`config.mk`:
```
export PLATFORM = sky130hd
export DESIGN_NAME = shwr_seq
export DESIGN_NICKNAME = d
export VERILOG_FILES = /design/src/rtl/shwr_pkg.sv /design/src/rtl/shwr_beat.sv /design/src/rtl/shwr_ctrl.sv /design/src/rtl/shwr_outdec.sv /design/src/rtl/shwr_seq.sv
export SDC_FILE = /design/constraint.sdc
export NUM_CORES = 1
export LEC_CHECK = 0
export ABC_AREA = 1
export BUFFER_PORTS_ARGS = -buffer_cell sky130_fd_sc_hd__buf_2
export CAP_MARGIN = 20
export CELL_PAD_IN_SITES_DETAIL_PLACEMENT = 1
export CELL_PAD_IN_SITES_GLOBAL_PLACEMENT = 2
export CORE_MARGIN = 1
export CORE_UTILIZATION = 22
export DETAILED_ROUTE_END_ITERATION = 8
export PLACE_DENSITY_LB_ADDON = 0.15
export SLEW_MARGIN = 0
export SYNTH_ARGS = -nofsm -noshare
export SYNTH_HDL_FRONTEND = slang
export SYNTH_SLANG_ARGS = --single-unit
```
`constraint.sdc`:
```
create_clock -name clk -period 1.29 [get_ports clk]
set_clock_uncertainty 0.05 [all_clocks]
set_input_delay 0.258 -clock clk [delete_from_list [all_inputs] [get_ports clk]]
set_output_delay 0.258 -clock clk [all_outputs]
set_load 0.01 [all_outputs]
```
`src/rtl/shwr_pkg.sv`:
```
`timescale 1ns/1ps
package shwr_pkg;
    typedef enum logic [3:0] {
        ST_IDLE,
        ST_BRD,
        ST_DTAG,
        ST_BWRL,
        ST_BREQ,
        ST_BXFER,
        ST_LUPD,
        ST_REL,
        ST_ACK
    } shwr_st_e;
endpackage

```
`src/rtl/shwr_beat.sv`:
```
`timescale 1ns/1ps
module shwr_beat #(
    parameter int WR_BEATS = 4,
    parameter int SHR_BEAT = 1
) (
    input  logic clk,
    input  logic rst_n,
    input  logic run,
    input  logic bus_shared,
    output logic last,
    output logic shr
);
    localparam int CNT_W = $clog2(WR_BEATS + 1);
    localparam logic [CNT_W-1:0] LAST_C = CNT_W'(WR_BEATS - 1);
    localparam logic [CNT_W-1:0] SMPL_C = CNT_W'(SHR_BEAT);

    typedef struct packed {
        logic [CNT_W-1:0] cnt;
        logic             shr;
    } beat_t;

    beat_t beat_d, beat_q;

    always_comb begin
        beat_d = beat_q;
        if (run) begin
            beat_d.cnt = beat_q.cnt + 1'b1;
            if (beat_q.cnt == SMPL_C) begin
                beat_d.shr = bus_shared;
            end
        end else begin
            beat_d.cnt = '0;
        end
    end

    always_ff @(posedge clk) begin
        if (!rst_n) begin
            beat_q <= '0;
        end else begin
            beat_q <= beat_d;
        end
    end

    assign last = run && (beat_q.cnt == LAST_C);
    assign shr  = beat_q.shr;
endmodule

```
`src/rtl/shwr_ctrl.sv`:
```
`timescale 1ns/1ps
module shwr_ctrl
    import shwr_pkg::*;
#(
    parameter int ADDR_W = 32,
    parameter int OFS_W  = 5
) (
    input  logic              clk,
    input  logic              rst_n,
    input  logic              cpu_req,
    input  logic              cpu_wr,
    input  logic              cpu_shr,
    input  logic [ADDR_W-1:0] cpu_addr,
    input  logic              bus_gnt,
    input  logic              beat_last,
    output shwr_st_e          st_o,
    output logic [ADDR_W-1:0] addr_o
);
    typedef struct packed {
        shwr_st_e          st;
        logic [ADDR_W-1:0] addr;
    } ctrl_t;

    ctrl_t ctrl_d, ctrl_q;

    always_comb begin
        ctrl_d = ctrl_q;
        unique case (ctrl_q.st)
            ST_IDLE: begin
                if (cpu_req && cpu_wr && cpu_shr) begin
                    ctrl_d.st   = ST_BRD;
                    ctrl_d.addr = {cpu_addr[ADDR_W-1:OFS_W], {OFS_W{1'b0}}};
                end
            end
            ST_BRD:   ctrl_d.st = ST_DTAG;
            ST_DTAG:  ctrl_d.st = ST_BWRL;
            ST_BWRL:  ctrl_d.st = ST_BREQ;
            ST_BREQ:  if (bus_gnt) ctrl_d.st = ST_BXFER;
            ST_BXFER: if (beat_last) ctrl_d.st = ST_LUPD;
            ST_LUPD:  ctrl_d.st = ST_REL;
            ST_REL:   ctrl_d.st = ST_ACK;
            ST_ACK:   ctrl_d.st = ST_IDLE;
            default:  ctrl_d.st = ST_IDLE;
        endcase
    end

    always_ff @(posedge clk) begin
        if (!rst_n) begin
            ctrl_q <= '{st: ST_IDLE, addr: '0};
        end else begin
            ctrl_q <= ctrl_d;
        end
    end

    assign st_o   = ctrl_q.st;
    assign addr_o = ctrl_q.addr;
endmodule

```
`src/rtl/shwr_outdec.sv`:
```
`timescale 1ns/1ps
module shwr_outdec
    import shwr_pkg::*;
(
    input  shwr_st_e st,
    input  logic     shr,
    output logic     blk_rd,
    output logic     dtag_upd,
    output logic     blk_wr,
    output logic     bus_req,
    output logic     bus_wr,
    output logic     line_upd,
    output logic     lst_dirty,
    output logic     lst_shared,
    output logic     cpu_ack,
    output logic     cpu_busy
);
    always_comb begin
        blk_rd     = (st == ST_BRD);
        dtag_upd   = (st == ST_DTAG);
        blk_wr     = (st == ST_BWRL);
        bus_req    = (st == ST_BREQ) || (st == ST_BXFER) || (st == ST_LUPD);
        bus_wr     = (st == ST_BXFER);
        line_upd   = (st == ST_LUPD);
        lst_dirty  = (st == ST_BWRL);
        lst_shared = (st == ST_LUPD) && shr;
        cpu_ack    = (st == ST_ACK);
        cpu_busy   = (st != ST_IDLE);
    end
endmodule

```
`src/rtl/shwr_seq.sv`:
```
`timescale 1ns/1ps
module shwr_seq
    import shwr_pkg::*;
#(
    parameter int ADDR_W    = 32,
    parameter int BLK_BYTES = 32,
    parameter int WR_BEATS  = 4,
    parameter int SHR_BEAT  = 1
) (
    input  logic              clk,
    input  logic              rst_n,
    input  logic              cpu_req,
    input  logic              cpu_wr,
    input  logic              cpu_shr,
    input  logic [ADDR_W-1:0] cpu_addr,
    output logic              cpu_ack,
    output logic              cpu_busy,
    output logic              blk_rd,
    output logic              dtag_upd,
    output logic              blk_wr,
    output logic              bus_req,
    input  logic              bus_gnt,
    output logic              bus_wr,
    input  logic              bus_shared,
    output logic              line_upd,
    output logic              lst_dirty,
    output logic              lst_shared,
    output logic [ADDR_W-1:0] op_addr
);
    localparam int OFS_W = $clog2(BLK_BYTES);

    shwr_st_e st;
    logic     beat_last;
    logic     beat_shr;

    shwr_ctrl #(
        .ADDR_W (ADDR_W),
        .OFS_W  (OFS_W)
    ) i_ctrl (
        .clk       (clk),
        .rst_n     (rst_n),
        .cpu_req   (cpu_req),
        .cpu_wr    (cpu_wr),
        .cpu_shr   (cpu_shr),
        .cpu_addr  (cpu_addr),
        .bus_gnt   (bus_gnt),
        .beat_last (beat_last),
        .st_o      (st),
        .addr_o    (op_addr)
    );

    shwr_beat #(
        .WR_BEATS (WR_BEATS),
        .SHR_BEAT (SHR_BEAT)
    ) i_beat (
        .clk        (clk),
        .rst_n      (rst_n),
        .run        (st == ST_BXFER),
        .bus_shared (bus_shared),
        .last       (beat_last),
        .shr        (beat_shr)
    );

    shwr_outdec i_dec (
        .st         (st),
        .shr        (beat_shr),
        .blk_rd     (blk_rd),
        .dtag_upd   (dtag_upd),
        .blk_wr     (blk_wr),
        .bus_req    (bus_req),
        .bus_wr     (bus_wr),
        .line_upd   (line_upd),
        .lst_dirty  (lst_dirty),
        .lst_shared (lst_shared),
        .cpu_ack    (cpu_ack),
        .cpu_busy   (cpu_busy)
    );
endmodule

```
==> metrics.md <==
| Metric | Value |
|---|---|
| Outcome | finished with violations |
| Failing checks | negative setup slack |
| Port Buf Inserts | 70 |
| Routability cong. | 0.684 |
| Final #Nets | ~320 |
| Avg Cell Area, Syn | between 7 and 8 sq um |
| Synth Warn # | 0 |
| Die extent in x | 83.1 um |
| DP Area | around 1900 sq um |
| PwrDens | 925 nW/um^2 |
| Ant. Diodes | 0 |
| Core area | between 6000 and 7000 sq um |
| Drt wl/cell | 11.9 um |
| Register bit total from synthesis | 35 |
| Design area | ~2400 sq um |
| GRT Util Overall | roughly an eighth |
| CP Capture Type | primary output |
| Fin. Hold Viols | 0 |
| Vias | between 1500 and 2000 |
| Initial core utilization | a little under a quarter |
| CTS tree | done |
| Required @ worst endpoint | 0.98 ns |
| Setup-failing EPs final | 38 |
| Min Tclk post-route | 1.47 ns |
| WL final | between 4000 and 5000 um |
| Final worst-path cycle share | 114% |
| Pins Over Slew Limit | 0 |
| Pre-CTS setup slack | -0.121 ns |
| Int Power | approximately 1.6 mW |
| Syn Std Cell Area | around 1400 sq um |
| First-pass GRT wire length | ~7000 um |
| Die Y | approximately 83 um |
| Peak VDD IR | 0.000396 V |
| Top-area cell type share of the netlist area | 48.5% |
| Total power | 2.23 mW |
| Commonest non-fill, non-tap cell in the layout | buf_2 |
| Commonest cells after routing, fill and taps aside | buf_2 (66), nor2_1 (53), dfxtp_1 (31) |
| Setup CP Type | flop to primary output |
| Drt first pass iters | 4 |
| GR Overflow Total | 0 |
| Switching power | a little under 600 uW |
| WHS Endpoint | i_ctrl.addr_o[8] |
| RSZ-0062 raised after global routing | yes |
| DRT antenna net count | 0 |
| Clock Pin Slew Worst Setup and Hold Paths | approximately 0.080 ns |
| Flop pwr share | between 50% and 60% |
| Setup Total Neg Slack | -4.31 ns |
| CTS Root Cell | clkbuf_8 |
| Vias in the first global route | 1517 |
| Clock tree buffer depth | 2 |
| Clock Power Share | between 30% and 40% |
| Worst-Skew Late Latency | 0.28 ns |
| H-tree depth | 2 |
| Sequential-to-total area share from yosys stat | 48.5% |
| Critical path startpoint category | flop |
| Largest cells by area after synthesis | dfxtp_1 (48%), nor2_1 (18%), o21ai_1 (6.2%) |
| Maximum capacitance violations | 0 |
| Crit path max fanout | 4 |
| Initial antenna violation count | 0 |
| DRT iter0 DRCs | 21 |
| Largest net degree at the start of global routing | 21 |
| Class of the worst hold path | primary input to flop |
| Row count | 29 |
| DP Wirelength | approximately 3000 um |
| Layout cells sized above 1 | 56.9% |
| Unique masters post-synth | 25 |
| P&R area growth vs syn | 66.7% |
| R2R cell count | 8 |
| R2r endpoint | i_ctrl.addr_o[15] |
| Post-synthesis instance total | 190 |
| Setup ws final | -0.182 ns |
| Combinational power share | 13.4% |
| Synth area leader | dfxtp_1 |
| Vias per cell | between 4 and 5 |
| I/O pin total | 81 |
| WP data arrival | between 1 and 1.5 ns |
| Total CTS buffers | 5 |
| P_leak | roughly 1.2 nW |
| Sw Share | a little over a quarter |
| Hold-critical path depth | 3 |
| Hold path start | cpu_addr[8] |
| Fillers | approximately 790 |
| Residual DRC | 0 |
| Internal reg-to-reg setup slack | -0.13 ns |
| Total clock sinks | 35 |
| FF-to-FF Start | i_ctrl.st_o[2] |
| Die area | about 6900 sq um |
| Achievable Freq | roughly 680 MHz |
-- how the worst max path moves through the flow --
stage	start	slack, ns	endpoint
3_5_place_dp	i_ctrl.st_o[2]	-0.12	i_ctrl.addr_o[20]
4_1_cts	i_ctrl.st_o[0]	-0.20	lst_shared
2_1_floorplan	i_ctrl.st_o[2]	0.04	lst_dirty
3_3_place_gp	i_ctrl.st_o[2]	-0.12	i_ctrl.addr_o[19]
6_report	i_ctrl.st_o[2]	-0.18	cpu_ack
5_1_grt	i_ctrl.st_o[1]	-0.25	bus_wr
-- cells in the mapped netlist --
cell	n
dfxtp_1	35
nor3_1	3
buf_8	1
nor2_1	68
buf_2	3
nand2_1	8
o21ai_2	2
ha_1	3
a21oi_1	1
conb_1	1
nor2_2	1
buf_6	2
inv_1	15
nor2_4	2
nand2_2	1
o22ai_1	1
inv_2	1
o21ai_1	18
o21ai_0	8
buf_1	1
buf_4	6
nor4_1	1
nand3_1	6
o21a_1	1
clkbuf_1	1
-- through the flow --
stage                     hold WS (ns)  utilization [%]  instances
after CTS                        0.126             34.1        358
final                            0.125             37.9        360
after global placement           0.402             30.1        340
after detailed placement         0.409             30.1        340
after floorplan                  0.343                -        194
after global routing             0.115             37.9        360
-- sequential cells by signal, indices dropped and copies added (netlist names) --
register,flops
i_ctrl.addr_o,27
i_ctrl.st_o,4
i_beat.shr,1
i_beat.beat_q,3
-- routing by layer --
| metal | up-vias | wire length, um | GRT usage (%) |
|---|---|---|---|
| met3 | 7 | 212 | 4.27 |
| li1 | 774 | - | - |
| met2 | 37 | 2170 | 22.1 |
| met1 | 690 | 1830 | 14.3 |
| met4 | 0 | 57 | 5.17 |
| met5 | - | 0 | 0 |
-- worst max-delay path, stage by stage, from the launching register on --
cell	delay, ns
dfxtp_4	0.37
buf_6	0.12
nor4_4	0.24
buf_2	0.16
-- power by group through the flow --
stage                     clock network [mW]  logic (mW)  registers [mW]
final                                  0.783       0.299            1.15
after global routing                   0.886       0.329            1.15
after CTS                              0.825       0.256            1.14
after detailed placement                   0       0.236            1.17
after global placement                     0       0.235            1.17
after floorplan                            0       0.106            1.19
-- logic make-up (layout without fill, tap and decap cells) --
| kind of cell | after synthesis | in the layout | synth area share [%] |
|---|---|---|---|
| compound gates | 31 | 31 | 11.5 |
| fa+ha+maj | 3 | 3 | 2.60 |
| buf+inv | 30 | 119 | 11.4 |
| flops | 35 | 35 | 48.5 |
| other cells | 1 | 5 | 0.259 |
| simple gates | 90 | 90 | 25.7 |
-- what timing repair did --
| item | 4_1_cts | 5_1_grt |
|---|---|---|
| setup buffers | 9 | 2 |
| resized for setup | 29 | 63 |
| hold buffers | 0 | 0 |
| endpoints found under the setup margin | 39 | 40 |
| pin swaps | 8 | 23 |
| cloned | 1 | 2 |
-- layout make-up --
class | count | area, sq um | area share (%)
clock buffers | 6 | 72.6 | 3.01
repair inverters | 1 | 16.3 | 0.675
inverters | 16 | 75.1 | 3.12
well taps | 77 | 96.3 | 4.00
clock inverters | 2 | 12.5 | 0.519
flip-flops and latches | 35 | 711 | 29.5
repair buffers | 94 | 659 | 27.4
multi-input cells | 129 | 766 | 31.8
Power figures use the tool's default switching activity.
